--- src/rtl/drc_pkg.sv ---
package drc_pkg;
  typedef enum logic [1:0] {
    ST_HUNT = 2'd0,
    ST_BODY = 2'd1,
    ST_END  = 2'd2
  } frm_state_e;

  localparam logic [1:0] RT_HDR = 2'd0;
  localparam logic [1:0] RT_LBL = 2'd1;
endpackage

--- src/rtl/drc_deser.sv ---
module drc_deser #(
  parameter int WORD_W = 16
) (
  input  logic              clk_i,
  input  logic              rst_ni,
  input  logic              gate_i,
  input  logic              halt_i,
  input  logic              resync_i,
  input  logic              bit_valid_i,
  input  logic              bit_i,
  output logic              sync_hit_o,
  output logic              word_valid_o,
  output logic [WORD_W-1:0] word_o
);
  localparam int CNT_W = $clog2(WORD_W);

  logic              synced_q;
  logic [CNT_W-1:0]  cnt_q;
  logic [WORD_W-1:0] sh_q;
  logic              wv_q;

  assign sync_hit_o   = gate_i && !halt_i && !synced_q && bit_valid_i && bit_i;
  assign word_valid_o = wv_q;
  assign word_o       = sh_q;

  always_ff @(posedge clk_i or negedge rst_ni) begin
    if (!rst_ni) begin
      synced_q <= 1'b0;
      cnt_q    <= '0;
      sh_q     <= '0;
      wv_q     <= 1'b0;
    end else if (!gate_i || resync_i) begin
      synced_q <= 1'b0;
      cnt_q    <= '0;
      wv_q     <= 1'b0;
    end else begin
      wv_q <= 1'b0;
      if (sync_hit_o) begin
        synced_q <= 1'b1;
        cnt_q    <= '0;
      end else if (synced_q && bit_valid_i) begin
        sh_q <= {sh_q[WORD_W-2:0], bit_i};
        if (cnt_q == CNT_W'(WORD_W-1)) begin
          cnt_q <= '0;
          wv_q  <= 1'b1;
        end else begin
          cnt_q <= cnt_q + 1'b1;
        end
      end
    end
  end

  AST_WORD_PULSE: assert property (@(posedge clk_i) disable iff (!rst_ni)
    word_valid_o |=> !word_valid_o);
  AST_HUNT_QUIET: assert property (@(posedge clk_i) disable iff (!rst_ni)
    !synced_q |=> !word_valid_o);
endmodule

--- src/rtl/drc_framer.sv ---
module drc_framer
  import drc_pkg::*;
#(
  parameter int              WORD_W    = 16,
  parameter int              HDR_WORDS = 2,
  parameter int              LBL_WORDS = 8,
  parameter int              DAT_WORDS = 256,
  parameter logic [WORD_W-1:0] CSUM_SEED = 16'h0151,
  parameter int              OFS_W     = 9
) (
  input  logic              clk_i,
  input  logic              rst_ni,
  input  logic              gate_i,
  input  logic              sync_hit_i,
  input  logic [1:0]        rec_type_i,
  input  logic              word_valid_i,
  input  logic [WORD_W-1:0] word_i,
  input  logic              err_clr_i,
  output logic              wr_en_o,
  output logic [OFS_W-1:0]  wr_ofs_o,
  output logic [WORD_W-1:0] wr_data_o,
  output logic              resync_o,
  output logic              halt_o,
  output logic              done_o,
  output logic              err_o
);
  localparam int MAXL  = (DAT_WORDS > LBL_WORDS) ?
                         ((DAT_WORDS > HDR_WORDS) ? DAT_WORDS : HDR_WORDS) :
                         ((LBL_WORDS > HDR_WORDS) ? LBL_WORDS : HDR_WORDS);
  localparam int IDX_W = $clog2(MAXL + 1);

  frm_state_e        st_q;
  logic [IDX_W-1:0]  idx_q, len_q, len_d;
  logic [OFS_W-1:0]  base_q, base_d;
  logic [WORD_W-1:0] csum_q;
  logic              is_dat_q, is_dat_d;
  logic              done_q, err_q;
  logic              in_csum;
  logic              csum_bad;

  always_comb begin
    case (rec_type_i)
      RT_HDR: begin
        len_d = IDX_W'(HDR_WORDS); base_d = '0; is_dat_d = 1'b0;
      end
      RT_LBL: begin
        len_d = IDX_W'(LBL_WORDS); base_d = OFS_W'(HDR_WORDS); is_dat_d = 1'b0;
      end
      default: begin
        len_d = IDX_W'(DAT_WORDS); base_d = OFS_W'(HDR_WORDS + LBL_WORDS); is_dat_d = 1'b1;
      end
    endcase
  end

  assign in_csum   = (idx_q == len_q);
  assign wr_en_o   = gate_i && (st_q == ST_BODY) && word_valid_i && !in_csum;
  assign wr_ofs_o  = base_q + OFS_W'(idx_q);
  assign wr_data_o = word_i;
  assign resync_o  = (st_q == ST_BODY) && word_valid_i && in_csum;
  assign halt_o    = (st_q == ST_END);
  assign done_o    = done_q;
  assign err_o     = err_q;
  assign csum_bad  = gate_i && resync_o && (word_i != csum_q);

  always_ff @(posedge clk_i or negedge rst_ni) begin
    if (!rst_ni) begin
      st_q     <= ST_HUNT;
      idx_q    <= '0;
      len_q    <= '0;
      base_q   <= '0;
      csum_q   <= '0;
      is_dat_q <= 1'b0;
      done_q   <= 1'b0;
    end else begin
      done_q <= 1'b0;
      if (!gate_i) begin
        st_q <= ST_HUNT;
      end else begin
        case (st_q)
          ST_HUNT: if (sync_hit_i) begin
            st_q     <= ST_BODY;
            idx_q    <= '0;
            len_q    <= len_d;
            base_q   <= base_d;
            is_dat_q <= is_dat_d;
            csum_q   <= CSUM_SEED;
          end
          ST_BODY: if (word_valid_i) begin
            if (!in_csum) begin
              idx_q  <= idx_q + 1'b1;
              csum_q <= csum_q ^ word_i;
            end else begin
              st_q   <= is_dat_q ? ST_END : ST_HUNT;
              done_q <= 1'b1;
            end
          end
          default: st_q <= ST_END;
        endcase
      end
    end
  end

  always_ff @(posedge clk_i or negedge rst_ni) begin
    if (!rst_ni)        err_q <= 1'b0;
    else if (csum_bad)  err_q <= 1'b1;
    else if (err_clr_i) err_q <= 1'b0;
  end

  AST_IDX_BOUND: assert property (@(posedge clk_i) disable iff (!rst_ni)
    (st_q == ST_BODY) |-> (idx_q <= len_q));
  AST_DONE_PULSE: assert property (@(posedge clk_i) disable iff (!rst_ni)
    done_o |=> !done_o);
  AST_ERR_STICKY: assert property (@(posedge clk_i) disable iff (!rst_ni)
    (err_o && !err_clr_i) |=> err_o);
  AST_NO_SYNC_AT_END: assert property (@(posedge clk_i) disable iff (!rst_ni)
    halt_o |-> !sync_hit_i);
endmodule

--- src/rtl/drc_addr.sv ---
module drc_addr #(
  parameter int WORD_W = 16,
  parameter int CYL_W  = 8,
  parameter int HEAD_W = 1,
  parameter int SEC_W  = 4,
  parameter int OFS_W  = 9,
  parameter int ADDR_W = CYL_W + HEAD_W + SEC_W + OFS_W
) (
  input  logic              clk_i,
  input  logic              rst_ni,
  input  logic              wr_en_i,
  input  logic [OFS_W-1:0]  ofs_i,
  input  logic [WORD_W-1:0] data_i,
  input  logic [CYL_W-1:0]  cyl_i,
  input  logic [HEAD_W-1:0] head_i,
  input  logic [SEC_W-1:0]  sector_i,
  output logic              we_o,
  output logic [ADDR_W-1:0] addr_o,
  output logic [WORD_W-1:0] wdata_o
);
  always_ff @(posedge clk_i or negedge rst_ni) begin
    if (!rst_ni) begin
      we_o    <= 1'b0;
      addr_o  <= '0;
      wdata_o <= '0;
    end else begin
      we_o <= wr_en_i;
      if (wr_en_i) begin
        addr_o  <= {cyl_i, head_i, sector_i, ofs_i};
        wdata_o <= data_i;
      end
    end
  end
endmodule

--- src/rtl/disk_rec_capture.sv ---
module disk_rec_capture #(
  parameter int              WORD_W    = 16,
  parameter int              HDR_WORDS = 2,
  parameter int              LBL_WORDS = 8,
  parameter int              DAT_WORDS = 256,
  parameter logic [WORD_W-1:0] CSUM_SEED = 16'h0151,
  parameter int              CYL_W     = 8,
  parameter int              HEAD_W    = 1,
  parameter int              SEC_W     = 4,
  localparam int             OFS_W     = $clog2(HDR_WORDS + LBL_WORDS + DAT_WORDS),
  localparam int             ADDR_W    = CYL_W + HEAD_W + SEC_W + OFS_W
) (
  input  logic              clk_i,
  input  logic              rst_ni,
  input  logic              wgate_i,
  input  logic              bit_valid_i,
  input  logic              bit_i,
  input  logic [1:0]        rec_type_i,
  input  logic [CYL_W-1:0]  cyl_i,
  input  logic [HEAD_W-1:0] head_i,
  input  logic [SEC_W-1:0]  sector_i,
  input  logic              err_clr_i,
  output logic              ram_we_o,
  output logic [ADDR_W-1:0] ram_addr_o,
  output logic [WORD_W-1:0] ram_wdata_o,
  output logic              rec_done_o,
  output logic              csum_err_o
);
  logic              sync_hit, word_valid, resync, halt, wr_en;
  logic [WORD_W-1:0] word, wr_data;
  logic [OFS_W-1:0]  wr_ofs;

  drc_deser #(.WORD_W(WORD_W)) u_deser (
    .clk_i, .rst_ni,
    .gate_i       (wgate_i),
    .halt_i       (halt),
    .resync_i     (resync),
    .bit_valid_i,
    .bit_i,
    .sync_hit_o   (sync_hit),
    .word_valid_o (word_valid),
    .word_o       (word)
  );

  drc_framer #(
    .WORD_W(WORD_W), .HDR_WORDS(HDR_WORDS), .LBL_WORDS(LBL_WORDS),
    .DAT_WORDS(DAT_WORDS), .CSUM_SEED(CSUM_SEED), .OFS_W(OFS_W)
  ) u_framer (
    .clk_i, .rst_ni,
    .gate_i       (wgate_i),
    .sync_hit_i   (sync_hit),
    .rec_type_i,
    .word_valid_i (word_valid),
    .word_i       (word),
    .err_clr_i,
    .wr_en_o      (wr_en),
    .wr_ofs_o     (wr_ofs),
    .wr_data_o    (wr_data),
    .resync_o     (resync),
    .halt_o       (halt),
    .done_o       (rec_done_o),
    .err_o        (csum_err_o)
  );

  drc_addr #(
    .WORD_W(WORD_W), .CYL_W(CYL_W), .HEAD_W(HEAD_W), .SEC_W(SEC_W),
    .OFS_W(OFS_W), .ADDR_W(ADDR_W)
  ) u_addr (
    .clk_i, .rst_ni,
    .wr_en_i  (wr_en),
    .ofs_i    (wr_ofs),
    .data_i   (wr_data),
    .cyl_i,
    .head_i,
    .sector_i,
    .we_o     (ram_we_o),
    .addr_o   (ram_addr_o),
    .wdata_o  (ram_wdata_o)
  );

  AST_WE_GATED: assert property (@(posedge clk_i) disable iff (!rst_ni)
    ram_we_o |-> $past(wgate_i));
  AST_CSUM_NOT_WRITTEN: assert property (@(posedge clk_i) disable iff (!rst_ni)
    rec_done_o |-> !ram_we_o);
endmodule

--- config.mk ---
export PLATFORM = sky130hd
export DESIGN_NAME = disk_rec_capture
export DESIGN_NICKNAME = d
export VERILOG_FILES = /design/src/rtl/drc_pkg.sv /design/src/rtl/drc_deser.sv /design/src/rtl/drc_framer.sv /design/src/rtl/drc_addr.sv /design/src/rtl/disk_rec_capture.sv
export SDC_FILE = /design/constraint.sdc
export NUM_CORES = 1
export LEC_CHECK = 0
export ABC_AREA = 1
export CAP_MARGIN = 25
export CORE_ASPECT_RATIO = 1.2
export CORE_MARGIN = 5
export CORE_UTILIZATION = 45
export CTS_CLUSTER_DIAMETER = 50
export DETAILED_ROUTE_END_ITERATION = 8
export GPL_TIMING_DRIVEN = 0
export PLACE_DENSITY_LB_ADDON = 0.25
export SLEW_MARGIN = 20
export SYNTH_ARGS = -nofsm -noshare
export SYNTH_HDL_FRONTEND = slang
export SYNTH_HIERARCHICAL = 1
export SYNTH_SLANG_ARGS = --single-unit
--- constraint.sdc ---
create_clock -name clk_i -period 3.1 [get_ports clk_i]
set_input_delay 0.31 -clock clk_i [delete_from_list [all_inputs] [get_ports clk_i]]
set_output_delay 0.31 -clock clk_i [all_outputs]
set_load 0.02 [all_outputs]
### Word level (Yosys, flattened, before mapping)

Cells that the tools add are included.

| storage, ports and cells | value |
|---|---|
| register bits after elaboration | 109 |
| logic and storage cells | 94 |
| output and inout port bits | 41 |

| cells by class | value |
|---|---|
| eq/ne operators | 12 |
| add/sub/neg operators | 3 |
| reductions and logical operators | 28 |
| bitwise operators | 3 |
| mux-type cells | 33 |

Operators with widths:

| kind | number |
|---|---|
| 2-to-1 mux 16 bit | 3 |
| one-hot mux 9 bit (2 select lines) | 2 |
| one-hot mux 16 bit (2 select lines) | 1 |
| 2-to-1 mux 9 bit | 3 |
| 2-to-1 mux 4 bit | 4 |
| != test 16 bit | 1 |
| bitwise XOR 16 bit | 1 |
| 2-to-1 mux 1 bit | 13 |
| logical AND 1 bit | 12 |
| 2-to-1 mux 2 bit | 5 |
| adder 9 x 1 -> 9 bit (second input constant) | 1 |
| adder 9 bit | 1 |
| equality test 9 bit | 1 |
| AND reduction 3 bit | 3 |
| one-hot mux 4 bit (2 select lines) | 1 |
| != test 2 bit (second input constant) | 3 |
| != test 3 bit (second input constant) | 2 |
| nonzero test 2 bit | 3 |
| AND reduction 5 bit | 1 |
| adder 4 x 1 -> 4 bit (second input constant) | 1 |
| equality test 2 x 1 -> 1 bit (second input constant) | 2 |
| equality test 4 bit (second input constant) | 1 |
| zero test 1 bit | 4 |
| zero test 2 bit | 2 |
| 7 further kinds | 8 |

### Logic depth before layout (Yosys ltp)

Gate-level depths: netlist (run 1).

| depth | value |
|---|---|
| depth after elaboration | 9 |
| gate-level depth with buffers | 12 |

### Cells and area by module

The synthesis (run 1) kept the hierarchy.

By module, submodules not included:

| module | area an instance (sq um) | sequential area each (sq um) | cells an instance | times used |
|---|---|---|---|---|
| drc_framer | 2,233.4 | 825.8 | 315 | 1 |
| drc_addr | 1,477.7 | 975.9 | 162 | 1 |
| drc_deser | 1,049.8 | 550.5 | 120 | 1 |

### Worst setup path before layout (run 1)

No wires, ideal clock.

| timing | value |
|---|---|
| path type | reg2reg |
| start point | reg u_framer.st_q[1] |
| end point | reg u_framer.len_q[1] |
| required time | 2.981 ns |
| arrival | 1.519 ns |
| setup time | 0.119 ns |
| setup slack | 1.462 ns |
| clock period less this slack | 1.638 ns |
| cell stages (with the launch flop) | 10 |
| cells stage by stage | dfrtp_1 -> inv_2 -> nor2_1 -> inv_1 -> nand2_1 -> nor2_1 -> inv_1 -> nor3_1 -> o21ai_0 -> o21a_1 |

| between the ends | value |
|---|---|
| word-level cells in the longest chain between the ends | 7 |
| elaborated cells on any way between the ends | 8 |
| those cells by class | eq/ne (1); reduce/logical (7) |

RTL lines:

| item | RTL line | source |
|---|---|---|
| start, declared | drc_framer.sv:32 | `frm_state_e st_q;` |
| start signal, assigned | drc_framer.sv:93 | `st_q <= is_dat_q ? ST_END : ST_HUNT;` |
| equality test 2 bit | drc_framer.sv:60 | `assign halt_o = (st_q == ST_END);` |
| named net halt | disk_rec_capture.sv:29 | `logic sync_hit, word_valid, resync, halt, wr_en;` |
| zero test 1 bit | drc_deser.sv:22 | `assign sync_hit_o = gate_i && !halt_i && !synced_q && bit_valid_i && bit_i;` |
| logical AND 1 bit (4 in series) | drc_deser.sv:22 |  |
| named net sync_hit | disk_rec_capture.sv:29 |  |
| AND reduction 3 bit (no line) | - |  |
| end signal, assigned | drc_framer.sv:83 | `len_q <= len_d;` |
| end, declared | drc_framer.sv:33 | `logic [IDX_W-1:0] idx_q, len_q, len_d;` |

The timed path passes the listed nets, and every way through them passes these cells.
A chain may end at the register's enable or synchronous reset.

### Final worst setup path (run 1)

| timing | value |
|---|---|
| start point | in wgate_i |
| end point | reg u_framer.len_q[1] |

| between the ends | value |
|---|---|
| word-level cells in the longest chain between the ends | 5 |

RTL lines:

| item | RTL line | source |
|---|---|---|
| start, declared | disk_rec_capture.sv:15 | `input logic wgate_i,` |
| logical AND 1 bit (4 in series) | drc_deser.sv:22 |  |
| named net sync_hit | disk_rec_capture.sv:29 |  |
| AND reduction 3 bit (no line) | - |  |

The timed path passes the listed nets, and every way through them passes these cells.

==> results of run 1 <==
## cells in the mapped netlist
master / n / area (µm²)
nand3_2: 1 / 10.01
nor2_1: 47 / 176.4
or2_2: 3 / 18.77
nand3_1: 38 / 190.2
buf_2: 14 / 70.07
dfrtp_1: 94 / 2352
nor2_4: 2 / 22.52
a21oi_1: 11 / 55.05
inv_1: 37 / 138.9
buf_4: 20 / 150.1
xor2_1: 22 / 192.7
nand3_4: 1 / 17.52
o21a_1: 1 / 7.510
nor3_1: 2 / 10.01
inv_2: 8 / 30.03
nand3b_4: 1 / 20.02
nand2_1: 247 / 927.1
nor2_2: 2 / 12.51
nand2_2: 1 / 6.260
nand2_4: 2 / 22.52
ha_1: 5 / 62.56
a21oi_2: 1 / 8.760
nand4_1: 23 / 143.9
o21ai_0: 6 / 30.03
and2_1: 1 / 6.260
buf_6: 7 / 78.83
## power breakdown
group / switching, µW / total, µW / internal, µW
clock network: 472 / 1120 / 652
registers: 47.4 / 1320 / 1270
logic: 168 / 286 / 118
## cell families after synthesis
| group | synth area share |
|---|---|
| compound gates | 0.02129 |
| xor+xnor | 0.04047 |
| fa+ha+maj | 0.01314 |
| buf+inv | 0.09829 |
| flops | 0.4941 |
| simple gates | 0.3327 |
## worst max-delay path: stages
cell	delay (ps)
clkdlybuf4s50_1	620
nand2_1	80
nor2_1	210
inv_1	130
nor3_1	480
o21ai_0	220
o21a_1	150
## registers in the layout, summed over array words and instances (netlist names)
register              flops
u_framer/len_q            2
u_framer/base_q           2
u_deser/word_valid_o      1
u_deser/word_o           16
u_framer/st_q             2
u_addr/we_o               1
u_framer/done_o           1
u_addr/addr_o            22
u_framer/idx_q            9
u_deser/synced_q          1
u_framer/csum_q          16
u_addr/wdata_o           16
u_deser/cnt_q             4
u_framer/err_o            1
## through the flow
stage | power [µW] | setup slack (ps)
floorplan | 1515 | 1462
global placement | 1618 | -1843
detailed placement | 1630 | 805.8
CTS | 2758 | 1162
global route | 2845 | 892.6
finish | 2731 | 1133
## what timing repair did
| item | CTS | global route |
|---|---|---|
| setup endpoints to repair | 0 | 0 |
| hold buffers | 1 | 0 |
| hold endpoints to repair | 14 | 0 |
## metal layers
layer	vias up	share of wire	global-route usage
met5	-	0	0
li1	1993	-	-
met1	1883	0.42	0.1959
met3	13	0.035	0.03630
met2	68	0.53	0.3066
met4	0	0.015	0.05182
## layout make-up
cell class | instances | area (µm²)
Fill cell | 988 | 4541
Sequential cell | 94 | 2352
Buffer | 41 | 299.0
Timing Repair Buffer | 63 | 649.4
Inverter | 45 | 168.9
Tap cell | 129 | 161.4
Clock buffer | 12 | 246.5
Clock inverter | 4 | 55.05
Multi-Input combinational cell | 417 | 1941
## worst paths after layout
check / to / slack (ps)
max: u_framer/len_q[1] / 1130
min: u_addr/addr_o[1] / 360
max reg2reg: u_framer/len_q[1] / 1150
min reg2reg: u_addr/addr_o[3] / 470
max in group asynchronous: u_deser/word_o[5] / 2130
min in group clk_i: u_addr/addr_o[3] / 470
==> results by group, run 1 <==
Synth
  • Seq/Total Area, Yosys: 0.4941
  • Mean post-synth cell area: 7.975 µm²
  • Count of cell types in the netlist: 26
  • Syn nets: 623
  • Post-Synthesis Cell Area: 0.004761 mm²
  • YS warnings: 6
  • #FFs+latches synth: 94
  • Post-Syn Instances: 597

Detailed routing
  • Post-Route WL: 10.44 mm
  • DRC: 0
  • Vias: 3957
  • Antenna-violating nets left: 0
  • DRT iter0 DRCs: 166
  • WL per Instance: 12.96 µm
  • First drt pass iteration count: 4
  • Vias per cell: 4.916

Die
  • Core area: 0.01041 mm²
  • Starting Density: 0.4572
  • Die Width: 103.9 µm
  • Full die area: 0.01275 mm²
  • Top-level I/O count: 62
  • Cell Rows: 41
  • Die Ht: 122.7 µm

Critical path
  • CP Capture Type: flip-flop
  • Reg2Reg Depth: 9
  • Worst Path Max Fanout: 7
  • Critical path class: in -> reg
  • Worst setup path start: wgate_i
  • Startpoint types: primary input
  • Critical R2R Launch: u_framer/st_q[1]
  • Worst path arrival time: 2200 ps
  • Data required, critical path: 3330 ps

STA
  • Fin crit period: 1967 ps
  • Fin. max-slew vios: 0
  • Final Hold Fails: 0
  • Relative slew slack: 0.6314
  • Final setup viols: 0
  • Clk_skew: 5.715 ps
  • Unrepaired setup endpoints after global routing: false
  • Worst hold slack: 364.1 ps
  • Setup_tns: 0 ps
  • FMAX: 0.5084 GHz
  • Slew @ Worst Pin: 548.7 ps
  • Final Cycle Share: 0.6345

Finish
  • N_diodes: 0
  • Most common cell after layout, fill and taps aside: nand2_1
  • Share of cells above drive strength 1: 0.1169
  • Commonest non-fill, non-tap cells in the layout: nand2_1 (247), dfrtp_1 (94), clkdlybuf4s50_1 (60)
  • Fin nets: 697
  • Post-Layout Cell Count: 805
  • Final instance area: 0.005873 mm²
  • Area Overhead vs Synth: 23.36%
  • Layout Utilization: 0.5640

Place
  • Final GP Congestion: 0.8865
  • DP Cell Count: 788
  • Area of placed instances: 0.005562 mm²
  • Port bufs: 61
  • Hpwl dp: 7.489 mm

Clocking
  • Clk slew on worst S/H paths: 60 ps
  • CTS Buf Count: 9
  • Clock sink count: 94
  • H-tree lvl count: 3
  • PostCTS Resize Cnt: 0
  • Root Driver: clkbuf_16
  • Post-CTS setup buffers: 0
  • Clock latency on the worst-skew pair: 340 ps
  • CTS tree: built
  • Clock Path Buffers: 2

Power
  • Pleak: 0.003131 µW
  • Pwr dens: 464.9 mW/mm²
  • Maximum vdd drop: 336.5 µV

Global route
  • First-pass GRT wire length: 17.57 mm
  • Initial antenna violation count: 0
  • GRT Resource Usage Total: 0.1673
  • Largest net degree at the start of global routing: 81
  • Gr ovfl total: 0
  • Vias in the first global route: 3835

Flow run
  • Total of max-cap violations: 0

Run status
  • Status: complete, no violations

Hold path
  • Hold/Removal Path Class: in -> async
Note: power is estimated with default switching activity, not from simulation.
==> run 2, diff against run 1 <==
- clock period: 3.1 -> 1.85 ns (I/O delays scaled with it)
==> results by group, run 2 (same netlist as run 1, synthesis figures left out) <==
Global route
  • First-pass GRT wire length: 17.57 mm
  • Largest net degree at the start of global routing: 81
  • Vias in the first global route: 3836
  • Gr ovfl total: 0
  • Initial antenna violation count: 0
  • GRT Resource Usage Total: 0.1673

Power
  • Maximum vdd drop: 559.6 µV
  • Pleak: 0.003150 µW
  • Pwr dens: 771.8 mW/mm²

Flow run
  • Total of max-cap violations: 0

STA
  • Clk_skew: 6.619 ps
  • Slew @ Worst Pin: 393.2 ps
  • Unrepaired setup endpoints after global routing: false
  • Worst hold slack: 240.9 ps
  • Fin crit period: 1739 ps
  • Fin. max-slew vios: 0
  • Final Hold Fails: 0
  • Relative slew slack: 0.7379
  • Final Cycle Share: 0.9400
  • Final setup viols: 0
  • FMAX: 0.5750 GHz

Die
  • Die Ht: 122.7 µm
  • Full die area: 0.01275 mm²
  • Core area: 0.01041 mm²
  • Die Width: 103.9 µm
  • Starting Density: 0.4572
  • Cell Rows: 41
  • Top-level I/O count: 62

Clocking
  • H-tree lvl count: 3
  • Clock Path Buffers: 2
  • Clock sink count: 94
  • CTS Buf Count: 9
  • Clk slew on worst S/H paths: 70 ps
  • Root Driver: clkbuf_16
  • Clock latency on the worst-skew pair: 340 ps
  • CTS tree: built

Place
  • Port bufs: 61
  • Hpwl dp: 7.489 mm
  • Area of placed instances: 0.005562 mm²
  • Final GP Congestion: 0.8865

Detailed routing
  • DRT iter0 DRCs: 212
  • DRC: 0
  • Vias: 3958
  • WL per Instance: 13.09 µm
  • Post-Route WL: 10.59 mm
  • First drt pass iteration count: 5
  • Vias per cell: 4.892
  • Antenna-violating nets left: 0

Critical path
  • Critical path class: reg -> reg
  • CP Capture Type: flip-flop
  • Worst Path Max Fanout: 10
  • Worst path arrival time: 1970 ps
  • Reg2Reg Setup Slack: 110 ps
  • Startpoint types: flip-flop
  • Critical R2R Launch: u_framer/idx_q[4]
  • Data required, critical path: 2080 ps
  • Reg2Reg Depth: 10
  • R2r endpoint: u_addr/addr_o[13]

Finish
  • Biggest register: u_addr/addr_o
  • Largest register FFs: 22
  • Share of cells above drive strength 1: 0.1338
  • Filler Cells Inserted: 990
  • Area Overhead vs Synth: 24.91%
  • Final instance area: 0.005947 mm²
  • Most common cell after layout, fill and taps aside: nand2_1
  • N_diodes: 0
  • Fin nets: 701
  • Commonest non-fill, non-tap cells in the layout: nand2_1 (247), dfrtp_1 (91), clkdlybuf4s50_1 (60)

Run status
  • Status: complete, no violations

Hold path
  • Hold/Removal Path Class: in -> async
[run 2: final cells by class]
| type | count | area (µm²) | area share |
|---|---|---|---|
| buffer | 41 | 311.5 | 0.05239 |
| clock buffer | 12 | 246.5 | 0.04145 |
| clock inverter | 4 | 55.05 | 0.009257 |
| inverter | 45 | 168.9 | 0.02840 |
| multi-input combinational | 417 | 1968 | 0.3309 |
| sequential | 94 | 2356 | 0.3962 |
| tap | 129 | 161.4 | 0.02714 |
| timing repair buffer | 67 | 679.4 | 0.1142 |
[run 2: timing repair]
item | in CTS | in global routing
gates resized for setup | 3 | 13
hold endpoints to repair | 78 | 0
setup buffers | 0 | 4
hold buffers | 1 | 0
gates cloned | 0 | 0
setup endpoints to repair | 35 | 79
pin swaps | 0 | 3
[run 2: critical path, stage by stage (launching register included)]
cell     delay [ps]
dfrtp_1         360
buf_2           160
nor2_1          100
and2_1          180
nand3_2         130
nand4_1         180
inv_2            70
buf_4           180
buf_6           150
nand2_1          60
nand2_1          50
[run 2: power breakdown]
part	switching (µW)	internal, µW	leakage, µW
combinational	290	205	0.00172
sequential	79.7	2130	0.00129
clock	790	1090	0.000143
total	1160	3430	0.00315
[run 2: per-stage QoR]
step                std cells  setup WS (ps)    util  TNS, ps  total power [µW]
global route              809          6.804  0.5711        0              4780
finish                    809          111.0  0.5711        0              4590
floorplan                 597          212.5       -        0              2539
detailed placement        788         -319.2  0.5341    -7421              2731
global placement          787          -2968  0.5313  -285790              2711
CTS                       805          13.43  0.5654        0              4625
[run 2: worst max path at each step]
stage	startpoint	end	cells past startpoint	slack [ps]
4_1_cts	u_framer/st_q[1]	u_framer/csum_q[15]	11	10
5_1_grt	u_framer/st_q[1]	u_framer/len_q[1]	9	7
2_1_floorplan	u_framer/st_q[1]	u_framer/len_q[1]	9	210
3_3_place_gp	rst_ni	u_addr/wdata_o[7]	1	-2970
6_report	u_framer/idx_q[4]	u_addr/addr_o[13]	10	110
3_5_place_dp	wgate_i	u_framer/len_q[1]	7	-320
[run 2: per-layer routing]
metal,track usage,share of wire
met5,0,0
met1,0.1959,0.42
met4,0.05182,0.0087
met2,0.3066,0.53
met3,0.03630,0.044
